<file path="src/rtl/arp_unpack_pkg.sv">
package arp_unpack_pkg;

    localparam int BYTE_W    = 8;
    localparam int WORD_W    = 16;
    localparam int MAC_W     = 48;
    localparam int IP_W      = 32;
    localparam int ETYPE_W   = 16;
    localparam int MAC_BYTES = MAC_W / BYTE_W;
    localparam int IP_BYTES  = IP_W / BYTE_W;

    // byte offsets inside the ARP body; the order is the wire order
    localparam int OFS_HTYPE = 0;
    localparam int OFS_PTYPE = OFS_HTYPE + 2;
    localparam int OFS_HLEN  = OFS_PTYPE + 2;
    localparam int OFS_PLEN  = OFS_HLEN + 1;
    localparam int OFS_OPER  = OFS_PLEN + 1;
    localparam int OFS_SHA   = OFS_OPER + 2;
    localparam int OFS_SPA   = OFS_SHA + MAC_BYTES;
    localparam int OFS_THA   = OFS_SPA + IP_BYTES;
    localparam int OFS_TPA   = OFS_THA + MAC_BYTES;
    localparam int BODY_LEN  = OFS_TPA + IP_BYTES;
    localparam int BODY_W    = BODY_LEN * BYTE_W;
    localparam int CNT_W     = $clog2(BODY_LEN + 1);

    typedef enum logic [1:0] {
        ST_IDLE = 2'd0,
        ST_RECV = 2'd1,
        ST_HOLD = 2'd2
    } rx_state_e;

    typedef struct packed {
        logic [WORD_W-1:0] htype;
        logic [WORD_W-1:0] ptype;
        logic [BYTE_W-1:0] hlen;
        logic [BYTE_W-1:0] plen;
        logic [WORD_W-1:0] oper;
        logic [MAC_W-1:0]  sha;
        logic [IP_W-1:0]   spa;
        logic [MAC_W-1:0]  tha;
        logic [IP_W-1:0]   tpa;
    } arp_fields_t;

    typedef struct packed {
        rx_state_e          st;
        logic [CNT_W-1:0]   cnt;
        logic [MAC_W-1:0]   dst;
        logic [MAC_W-1:0]   src;
        logic [ETYPE_W-1:0] etype;
        logic               e_short;
        logic               e_hdr;
        logic               e_bad;
    } rx_ctl_t;

endpackage

</file>
<file path="src/rtl/arp_body_store.sv">
module arp_body_store
    import arp_unpack_pkg::*;
#(
    parameter int LANES = BODY_LEN,
    parameter int IDX_W = CNT_W
) (
    input  logic                    clk,
    input  logic                    rst_n,
    input  logic                    wr_en,
    input  logic [IDX_W-1:0]        wr_idx,
    input  logic [BYTE_W-1:0]       wr_byte,
    output wire  [LANES*BYTE_W-1:0] body
);

    // one byte register per body position; lane 0 sits in the top bits
    for (genvar g = 0; g < LANES; g++) begin : g_lane
        logic [BYTE_W-1:0] lane_d, lane_q;

        always_comb begin
            lane_d = lane_q;
            if (wr_en && (wr_idx == IDX_W'(g))) begin
                lane_d = wr_byte;
            end
        end

        always_ff @(posedge clk or negedge rst_n) begin
            if (!rst_n) lane_q <= '0;
            else        lane_q <= lane_d;
        end

        assign body[(LANES-1-g)*BYTE_W +: BYTE_W] = lane_q;
    end

endmodule

</file>
<file path="src/rtl/arp_body_decode.sv">
module arp_body_decode
    import arp_unpack_pkg::*;
#(
    parameter logic [WORD_W-1:0] EXP_HTYPE = 16'h0001,
    parameter logic [WORD_W-1:0] EXP_PTYPE = 16'h0800,
    parameter logic [BYTE_W-1:0] EXP_HLEN  = 8'(MAC_BYTES),
    parameter logic [BYTE_W-1:0] EXP_PLEN  = 8'(IP_BYTES)
) (
    input  logic [BODY_W-1:0] body,
    output arp_fields_t       fields,
    output logic              hdr_ok
);

    // top bit of the field that starts at byte offset o
    localparam int TOP_HTYPE = (BODY_LEN - OFS_HTYPE) * BYTE_W - 1;
    localparam int TOP_PTYPE = (BODY_LEN - OFS_PTYPE) * BYTE_W - 1;
    localparam int TOP_HLEN  = (BODY_LEN - OFS_HLEN)  * BYTE_W - 1;
    localparam int TOP_PLEN  = (BODY_LEN - OFS_PLEN)  * BYTE_W - 1;
    localparam int TOP_OPER  = (BODY_LEN - OFS_OPER)  * BYTE_W - 1;
    localparam int TOP_SHA   = (BODY_LEN - OFS_SHA)   * BYTE_W - 1;
    localparam int TOP_SPA   = (BODY_LEN - OFS_SPA)   * BYTE_W - 1;
    localparam int TOP_THA   = (BODY_LEN - OFS_THA)   * BYTE_W - 1;
    localparam int TOP_TPA   = (BODY_LEN - OFS_TPA)   * BYTE_W - 1;

    always_comb begin
        fields.htype = body[TOP_HTYPE -: WORD_W];
        fields.ptype = body[TOP_PTYPE -: WORD_W];
        fields.hlen  = body[TOP_HLEN  -: BYTE_W];
        fields.plen  = body[TOP_PLEN  -: BYTE_W];
        fields.oper  = body[TOP_OPER  -: WORD_W];
        fields.sha   = body[TOP_SHA   -: MAC_W];
        fields.spa   = body[TOP_SPA   -: IP_W];
        fields.tha   = body[TOP_THA   -: MAC_W];
        fields.tpa   = body[TOP_TPA   -: IP_W];
    end

    assign hdr_ok = (fields.htype == EXP_HTYPE) && (fields.ptype == EXP_PTYPE)
                 && (fields.hlen == EXP_HLEN) && (fields.plen == EXP_PLEN);

endmodule

</file>
<file path="src/rtl/arp_frame_unpacker.sv">
module arp_frame_unpacker
    import arp_unpack_pkg::*;
#(
    parameter logic [WORD_W-1:0] EXP_HTYPE = 16'h0001,
    parameter logic [WORD_W-1:0] EXP_PTYPE = 16'h0800,
    parameter logic [BYTE_W-1:0] EXP_HLEN  = 8'(MAC_BYTES),
    parameter logic [BYTE_W-1:0] EXP_PLEN  = 8'(IP_BYTES)
) (
    input  logic               clk,
    input  logic               rst_n,
    input  logic               hdr_valid,
    output logic               hdr_ready,
    input  logic [MAC_W-1:0]   hdr_dst_mac,
    input  logic [MAC_W-1:0]   hdr_src_mac,
    input  logic [ETYPE_W-1:0] hdr_ethtype,
    input  logic [BYTE_W-1:0]  pl_tdata,
    input  logic               pl_tvalid,
    output logic               pl_tready,
    input  logic               pl_tlast,
    input  logic               pl_tuser,
    output logic               out_valid,
    input  logic               out_ready,
    output logic [MAC_W-1:0]   out_dst_mac,
    output logic [MAC_W-1:0]   out_src_mac,
    output logic [ETYPE_W-1:0] out_ethtype,
    output logic [WORD_W-1:0]  out_htype,
    output logic [WORD_W-1:0]  out_ptype,
    output logic [BYTE_W-1:0]  out_hlen,
    output logic [BYTE_W-1:0]  out_plen,
    output logic [WORD_W-1:0]  out_oper,
    output logic [MAC_W-1:0]   out_sha,
    output logic [IP_W-1:0]    out_spa,
    output logic [MAC_W-1:0]   out_tha,
    output logic [IP_W-1:0]    out_tpa,
    output logic               busy,
    output logic               err_short,
    output logic               err_hdr,
    output logic               err_bad
);

    localparam logic [CNT_W-1:0] CNT_FULL = CNT_W'(BODY_LEN);
    localparam logic [CNT_W-1:0] CNT_LAST = CNT_W'(BODY_LEN - 1);

    rx_ctl_t           ctl_d, ctl_q;
    logic              beat;
    logic              wr_en;
    logic              hdr_ok;
    logic [BODY_W-1:0] body;
    arp_fields_t       fields;

    arp_body_store #(
        .LANES (BODY_LEN),
        .IDX_W (CNT_W)
    ) u_store (
        .clk     (clk),
        .rst_n   (rst_n),
        .wr_en   (wr_en),
        .wr_idx  (ctl_q.cnt),
        .wr_byte (pl_tdata),
        .body    (body)
    );

    arp_body_decode #(
        .EXP_HTYPE (EXP_HTYPE),
        .EXP_PTYPE (EXP_PTYPE),
        .EXP_HLEN  (EXP_HLEN),
        .EXP_PLEN  (EXP_PLEN)
    ) u_decode (
        .body   (body),
        .fields (fields),
        .hdr_ok (hdr_ok)
    );

    assign hdr_ready = (ctl_q.st == ST_IDLE);
    assign pl_tready = (ctl_q.st == ST_RECV);
    assign beat      = pl_tvalid && pl_tready;
    assign wr_en     = beat && (ctl_q.cnt < CNT_FULL);

    always_comb begin
        ctl_d         = ctl_q;
        ctl_d.e_short = 1'b0;
        ctl_d.e_hdr   = 1'b0;
        ctl_d.e_bad   = 1'b0;
        unique case (ctl_q.st)
            ST_IDLE: begin
                if (hdr_valid) begin
                    ctl_d.st    = ST_RECV;
                    ctl_d.cnt   = '0;
                    ctl_d.dst   = hdr_dst_mac;
                    ctl_d.src   = hdr_src_mac;
                    ctl_d.etype = hdr_ethtype;
                end
            end
            ST_RECV: begin
                if (beat) begin
                    // counter saturates so trailing bytes land nowhere
                    if (ctl_q.cnt < CNT_FULL) begin
                        ctl_d.cnt = ctl_q.cnt + CNT_W'(1);
                    end
                    if (pl_tlast) begin
                        if (pl_tuser) begin
                            ctl_d.e_bad = 1'b1;
                            ctl_d.st    = ST_IDLE;
                        end else if (ctl_q.cnt < CNT_LAST) begin
                            ctl_d.e_short = 1'b1;
                            ctl_d.st      = ST_IDLE;
                        end else if (!hdr_ok) begin
                            // constant bytes were all stored before the last index
                            ctl_d.e_hdr = 1'b1;
                            ctl_d.st    = ST_IDLE;
                        end else begin
                            ctl_d.st = ST_HOLD;
                        end
                    end
                end
            end
            ST_HOLD: begin
                if (out_ready) begin
                    ctl_d.st = ST_IDLE;
                end
            end
            default: begin
                ctl_d.st = ST_IDLE;
            end
        endcase
    end

    always_ff @(posedge clk or negedge rst_n) begin
        if (!rst_n) ctl_q <= '0;
        else        ctl_q <= ctl_d;
    end

    assign out_valid   = (ctl_q.st == ST_HOLD);
    assign busy        = (ctl_q.st != ST_IDLE);
    assign err_short   = ctl_q.e_short;
    assign err_hdr     = ctl_q.e_hdr;
    assign err_bad     = ctl_q.e_bad;
    assign out_dst_mac = ctl_q.dst;
    assign out_src_mac = ctl_q.src;
    assign out_ethtype = ctl_q.etype;
    assign out_htype   = fields.htype;
    assign out_ptype   = fields.ptype;
    assign out_hlen    = fields.hlen;
    assign out_plen    = fields.plen;
    assign out_oper    = fields.oper;
    assign out_sha     = fields.sha;
    assign out_spa     = fields.spa;
    assign out_tha     = fields.tha;
    assign out_tpa     = fields.tpa;

endmodule

</file>
<file path="config.mk">
export PLATFORM = sky130hd
export DESIGN_NAME = arp_frame_unpacker
export DESIGN_NICKNAME = d
export VERILOG_FILES = /design/src/rtl/arp_unpack_pkg.sv /design/src/rtl/arp_body_store.sv /design/src/rtl/arp_body_decode.sv /design/src/rtl/arp_frame_unpacker.sv
export SDC_FILE = /design/constraint.sdc
export NUM_CORES = 1
export LEC_CHECK = 0
export ABC_CLOCK_PERIOD_IN_PS = 2300
export BUFFER_PORTS_ARGS = -buffer_cell sky130_fd_sc_hd__buf_4
export CAP_MARGIN = 20
export CORE_AREA = 4 4 181 183
export CTS_BUF_LIST = sky130_fd_sc_hd__clkbuf_4 sky130_fd_sc_hd__clkbuf_8
export CTS_CLUSTER_DIAMETER = 150
export DETAILED_ROUTE_END_ITERATION = 10
export DIE_AREA = 0 0 185 187
export HOLD_SLACK_MARGIN = 0.15
export PLACE_DENSITY = 0.83
export SLEW_MARGIN = 20
export SYNTH_ARGS = -nofsm -noshare
export SYNTH_HDL_FRONTEND = slang
export SYNTH_SLANG_ARGS = --single-unit
export TNS_END_PERCENT = 5
</file>
<file path="constraint.sdc">
create_clock -name clk -period 2.3 [get_ports clk]
set_input_delay 0.46 -clock clk [delete_from_list [all_inputs] [get_ports clk]]
set_output_delay 0.46 -clock clk [all_outputs]
set_load 0.01 [all_outputs]
</file>
==> impl_metrics.yaml, run 1 <==
timing:
  fin_crit_sh_pct: 89.3
  setup_viol: 0
  holdWs_ps: 218
  fmax_mhz: 487
  tns_ps: 0
  slew_headroom_pct: 62.1
  period_minus_slack_ps: 2050
  clock_skew_ps: 27.0
  hold_viol: 0
  rsz0062_at_grt: "false"
  final-max-slew-violation-count: 0
  worst_pin_slew_ps: 560
yosys:
  synth-seq-cells: 346
  yosysWarnings: 0
  ys_top_cells_by_area: "dfrtp_1, mux2_2, nand2_1"
  avgSynthCellArea_sq_um: 12.3
  synthFlopType: "dfrtp_1"
  synth_top_area_share_pct: 59.7
  yosys.area.top_type: "dfrtp_1"
  async_flop_share_pct: 100
  ys_types: 47
  synthCells: 1182
  synth_seq_area_share_pct: 59.7
  syn_area_sq_um: 14500
  synth-edff-count: 0
  syn_nets: 1314
floorplan:
  initial_utilization_pct: 46.5
  die_h_um: 187
  placementRows: 65
  io_pins: 470
  die_area_sq_um: 34600
  coreArea_sq_um: 31200
  fp.dieW_um: 185
route:
  drc_errors: 0
  viasPerCell: 5.14
  drt_iter0_markers: 532
  wl_mm: 45.2
  wire_per_inst_um: 21.2
  num_vias: 11000
  ant_nets: 0
  detail_route.first_pass.iterations: 5
placed_design:
  gp_congestion: 0.821
  io_buffers: 469
  dpl.hpwl_mm: 29.3
  placed_area_sq_um: 17700
worst_setup_path:
  crit_path_top_delay_cell: "dfrtp_1"
  cp.arrival_ps: 1590
  r2r_setup_slack_ps: 250
  cp.required_ps: 1840
  crit_start: "ctl_q[121]$_DFFE_PN0P_"
  r2r-end: "u_store.g_lane[11].lane_q[4]$_DFFE_PN0P_"
  reg2regPathDepth: 4
  path_cells: "nor2_1 > buf_4 > inv_1 > buf_4"
  start_kind: "register"
  critPathMaxStageDelay_ps: 470
  cp_max_fo: 11
  cp-end-kind: "primary output"
  cpMostUsedCell: "buf_4"
  r2r-start: "ctl_q[121]$_DFFE_PN0P_"
  path_class: "register to primary output"
min_path:
  worst_hold_path_type: "input pin to register"
  hp-start: "out_ready"
  worstHoldEndpoint: "ctl_q[121]$_DFFE_PN0P_"
  hold_depth: 3
pwr:
  ir_drop_mv: 0.740
  power.density_nw_per_um2: 1030
  cellLeakagePower_nw: 10.9
global_route:
  antenna_found_initial: 1
  grt_max_degree: 113
  grt_first_pass_wirelength_mm: 69.2
  overflow: 0
  grt_usage_pct: 25.3
  grt_pass1_vias: 11900
layout:
  layout_common_cells: "buf_4, dfrtp_1, nand2_1"
  diodes: 0
  drive_gt1_share_pct: 49.4
  final_common_cell: "buf_4"
  final_cell_area_sq_um: 20200
  nNetsFinal: 1817
  syn2layout_area_growth_pct: 38.9
  final_util_pct: 64.6
clock_tree:
  cts_hold_buffers: 116
  numClockSinks: 346
  cts-resized-gates: 0
  cts_made_buffers: 56
  clkTransAtPathRegs_ps: 60
  cts_tree: "built"
  insertion_delay_ps: 590
  htreeDepth: 2
  post_cts_buffers: 0
  clockRootBuffer: "clkbuf_8"
  clockBufferDepth: 3
run:
  cap_violations: 0
status:
  status: "completed"
-- layer usage --
metal / vias to the layer above / GRT usage (%) / wire length [um]
met4: 0 / 9.63 / 1910
met1: 5513 / 30.0 / 16900
met3: 124 / 6.81 / 3780
met5: - / 0 / 0
met2: 550 / 44.0 / 22700
li1: 4780 / - / -
-- cell families (layout without fill, tap and decap cells) --
kind of cell,after synthesis,in the layout,synth area share (%)
DFF,346,346,59.7
muxes,224,224,18.2
AOI/OAI and AO/OA,10,10,0.466
buffers and inverters,178,727,7.98
and+or+nand+nor,419,419,13.3
adders and majority gates,5,5,0.431
-- sequential cells by signal, summed over array words and instances, names as in the netlist --
| signal | count |
|---|---|
| out_dst_mac | 48 |
| err_hdr | 1 |
| out_ethtype | 16 |
| err_bad | 1 |
| err_short | 1 |
| ctl_q | 7 |
| out_src_mac | 48 |
| u_store.g_lane.lane_q | 224 |
-- worst max-delay path by stage --
stage,endpoint,slack (ps),cells past startpoint
floorplan,u_store.g_lane[8].lane_q[0]$_DFFE_PN0P_,500,6
global placement,u_store.g_lane[11].lane_q[1]$_DFFE_PN0P_,230,5
detailed placement,u_store.g_lane[3].lane_q[1]$_DFFE_PN0P_,220,5
CTS,busy,220,4
global route,u_store.g_lane[3].lane_q[1]$_DFFE_PN0P_,160,4
finish,busy,250,4
-- Yosys cell counts, types with 3 or more instances --
library cell and instances:
ha_1 5, buf_6 5, nor4_1 7, nor2_1 6, buf_1 9, nand4_1 4
buf_4 112, a21oi_1 3, mux2_2 187, nor4b_1 5, nand2_2 11, nand2_8 4
dfrtp_1 346, mux2_1 5, and2_1 5, nand2_1 345, inv_1 7, buf_2 13
and2b_1 4, mux2_4 32, nand2_4 6, clkbuf_1 31
-- per-stage QoR --
| step | std cells | setup WS, ps | total power, mW |
|---|---|---|---|
| 6_report | 2133 | 246 | 20.7 |
| 5_1_grt | 2133 | 162 | 21.7 |
| 4_1_cts | 2133 | 224 | 20.6 |
| 3_5_place_dp | 1913 | 219 | 14.6 |
| 3_3_place_gp | 1913 | 232 | 14.4 |
| 2_1_floorplan | 1182 | 504 | 11.9 |
-- critical path, delay by kind of cell, from the launching register on --
kind	cells	cell delay [ps]
flip-flops	1	470
buffers and inverters	3	390
AND/OR/NAND/NOR	1	160
-- report_power, final --
part | internal [mW] | switching [mW] | leakage [nW]
clock | 3.35 | 2.46 | 0.665
combinational | 3.14 | 3.15 | 5.71
sequential | 7.54 | 1.08 | 4.55
-- layout make-up --
class	count	area, sq um
Fill cell	2142	11100
Sequential cell	346	8660
Clock inverter	11	90.1
Tap cell	402	503
Inverter	7	26.3
Clock buffer	93	1180
Multi-Input combinational cell	658	4710
Timing Repair Buffer	616	5000
Note: power is estimated with default switching activity, not from simulation.
==> run 2: changes to the inputs <==
Settings changed: ABC_AREA set to 1, CORE_AREA 4 4 181 183 to 4 4 180 182, DIE_AREA 0 0 185 187 to 0 0 184 186.
==> run 2 against run 1 <==
Net effect:
- hold slack worse by 21 ps
- die area down 1.1%
- sequential power down 3.8%
- cell count up 12%
- largest power group unchanged
==> impl_metrics.yaml, run 2 <==
status:
  status: "completed"
placed_design:
  gp_congestion: 0.847
  dp_cells: 2181
  io_buffers: 469
  dpl.hpwl_mm: 30.3
layout:
  final_common_cell: "nand2_1"
  layout_common_cells: "nand2_1, buf_4, dfrtp_1"
  largest_register_ffs: 224
  drive_gt1_share_pct: 33.0
  nNetsFinal: 2089
  final_cells: 2391
  diodes: 0
  regMostFlops: "u_store.g_lane.lane_q"
  syn2layout_area_growth_pct: 37.9
worst_setup_path:
  r2r-start: "ctl_q[121]$_DFFE_PN0P_"
  critPathMaxStageDelay_ps: 450
  cp_max_fo: 3
  r2r_setup_slack_ps: 170
  start_kind: "register"
  cpMostUsedCell: "inv_1"
  cp-end-kind: "primary output"
  path_class: "register to primary output"
  cp_num_buf_inv: 3
  crit_family: "flip-flops"
  crit_path_top_delay_cell: "dfrtp_1"
  reg2regPathDepth: 7
  path_cells: "inv_1 > nand2_1 > inv_1 > buf_4"
  r2r-end: "out_dst_mac[0]$_DFFE_PN0P_"
  cp.arrival_ps: 1740
  cp.required_ps: 1840
yosys:
  async_flop_share_pct: 100
  ys_top_cells_by_count: "nand2_1, dfrtp_1, o21ai_0, buf_4, nor2_1"
  syn_area_sq_um: 14300
  yosys.area.top_type: "dfrtp_1"
  synthMostInstantiatedCell: "nand2_1"
  synth_top_area_share_pct: 60.6
  synthFlopType: "dfrtp_1"
  synth-edff-count: 0
  yosysWarnings: 0
  syn_nets: 1606
  ys_top_cells_by_area: "dfrtp_1, nand2_1, buf_4"
  synth_seq_area_share_pct: 60.6
  ys_types: 28
  synthCells: 1474
  avgSynthCellArea_sq_um: 9.69
  synth-seq-cells: 346
clock_tree:
  cts-resized-gates: 0
  numClockSinks: 346
  insertion_delay_ps: 590
  clockRootBuffer: "clkbuf_8"
  cts_made_buffers: 53
  clockBufferDepth: 3
  clkTransAtPathRegs_ps: 70
  htreeDepth: 2
  cts_hold_buffers: 117
  cts_tree: "built"
  post_cts_buffers: 0
timing:
  rsz0062_at_grt: "false"
  hold_viol: 0
  clock_skew_ps: 40.3
  fin_crit_sh_pct: 95.6
  setup_viol: 0
  final-max-slew-violation-count: 0
  slew_headroom_pct: 63.9
  period_minus_slack_ps: 2200
  worst_pin_slew_ps: 542
  tns_ps: 0
  fmax_mhz: 455
global_route:
  grt_usage_pct: 26.9
  grt_util_met1_pct: 31.1
  grt_util_met3_pct: 8.48
  grt_pass1_vias: 12700
  grt_first_pass_wirelength_mm: 72.5
  use_met2_pct: 45.6
  grt_max_degree: 114
  overflow: 0
  antenna_found_initial: 0
  busiest_layer: "met2"
min_path:
  hp-start: "pl_tvalid"
  worst_hold_path_type: "input pin to register"
  worstHoldEndpoint: "err_bad$_DFF_PN0_"
  hold_depth: 3
route:
  wl_mm: 47.8
  drc_errors: 0
  num_vias: 12300
  viasPerCell: 5.13
  ant_nets: 0
  drt_iter0_markers: 753
  detail_route.first_pass.iterations: 6
  wire_per_inst_um: 20.0
floorplan:
  fp.dieW_um: 184
  die_area_sq_um: 34200
  die_h_um: 186
  io_pins: 470
  placementRows: 64
  coreArea_sq_um: 30600
  initial_utilization_pct: 46.7
pwr:
  ir_drop_mv: 0.637
  power.density_nw_per_um2: 1000
  cellLeakagePower_nw: 10.3
run:
  cap_violations: 0
==> run 2: per-layer routing <==
metal / share of wire [%] / vias to the layer above / wire length [um]
li1: - / 5555 / -
met1: 36 / 5951 / 17300
met2: 49 / 606 / 23500
met3: 9.6 / 154 / 4570
met4: 5.0 / 0 / 2370
met5: 0 / - / 0
==> run 2: kinds of logic after synthesis <==
group	Yosys count	share of synthesized area, %
AO/OA/AOI/OAI	231	8.95
AND/OR/NAND/NOR	675	20.6
buffers and inverters	217	9.39
adder cells (fa/ha/maj)	5	0.438
flip-flops	346	60.6
==> run 2: cell type report <==
cell class                 count  area, sq um
clock buffer                  82         1060
clock inverter                11         96.3
fill                        2241        10900
inverter                      31          118
multi-input combinational    911         4290
sequential                   346         8660
tap                          396          495
timing repair buffer         614         4970
==> run 2: power breakdown <==
group / internal (mW) / switching, mW / leakage (nW)
clock network: 3.05 / 2.45 / 0.608
registers: 7.38 / 0.913 / 4.59
logic: 2.59 / 3.41 / 5.10
total: 13.0 / 6.76 / 10.3
==> run 2: stage by stage <==
step | hold slack, ps | cell area, sq um | worst slack (ps) | power (mW) | utilization [%]
6_report | 197 | 19700 | 101 | 19.8 | 64.4
5_1_grt | 186 | 19700 | 11.2 | 20.8 | 64.4
4_1_cts | 155 | 19700 | 62.2 | 19.7 | 64.4
3_5_place_dp | 376 | 17400 | 329 | 14.0 | 56.8
3_3_place_gp | 370 | 17400 | 346 | 13.9 | 56.8
2_1_floorplan | 164 | 14300 | 574 | 11.6 | -
==> run 2: worst max path at each step <==
stage	startpoint	end	slack (ps)	depth (start not counted)
finish	ctl_q[121]$_DFFE_PN0P_	hdr_ready	100	4
global route	ctl_q[121]$_DFFE_PN0P_	hdr_ready	10	4
CTS	ctl_q[121]$_DFFE_PN0P_	hdr_ready	60	4
detailed placement	ctl_q[121]$_DFFE_PN0P_	out_ethtype[10]$_DFFE_PN0P_	330	6
global placement	ctl_q[121]$_DFFE_PN0P_	out_ethtype[10]$_DFFE_PN0P_	350	6
floorplan	ctl_q[115]$_DFFE_PN0P_	u_store.g_lane[12].lane_q[5]$_DFFE_PN0P_	570	6
==> run 2: worst register-to-register path: stages, from the launching register on <==
cell and delay (ps):
dfrtp_1 440, inv_1 120, nand2_1 280, nor2_4 350, clkinv_2 130, buf_12 220
nand2_1 300, nand2_1 130
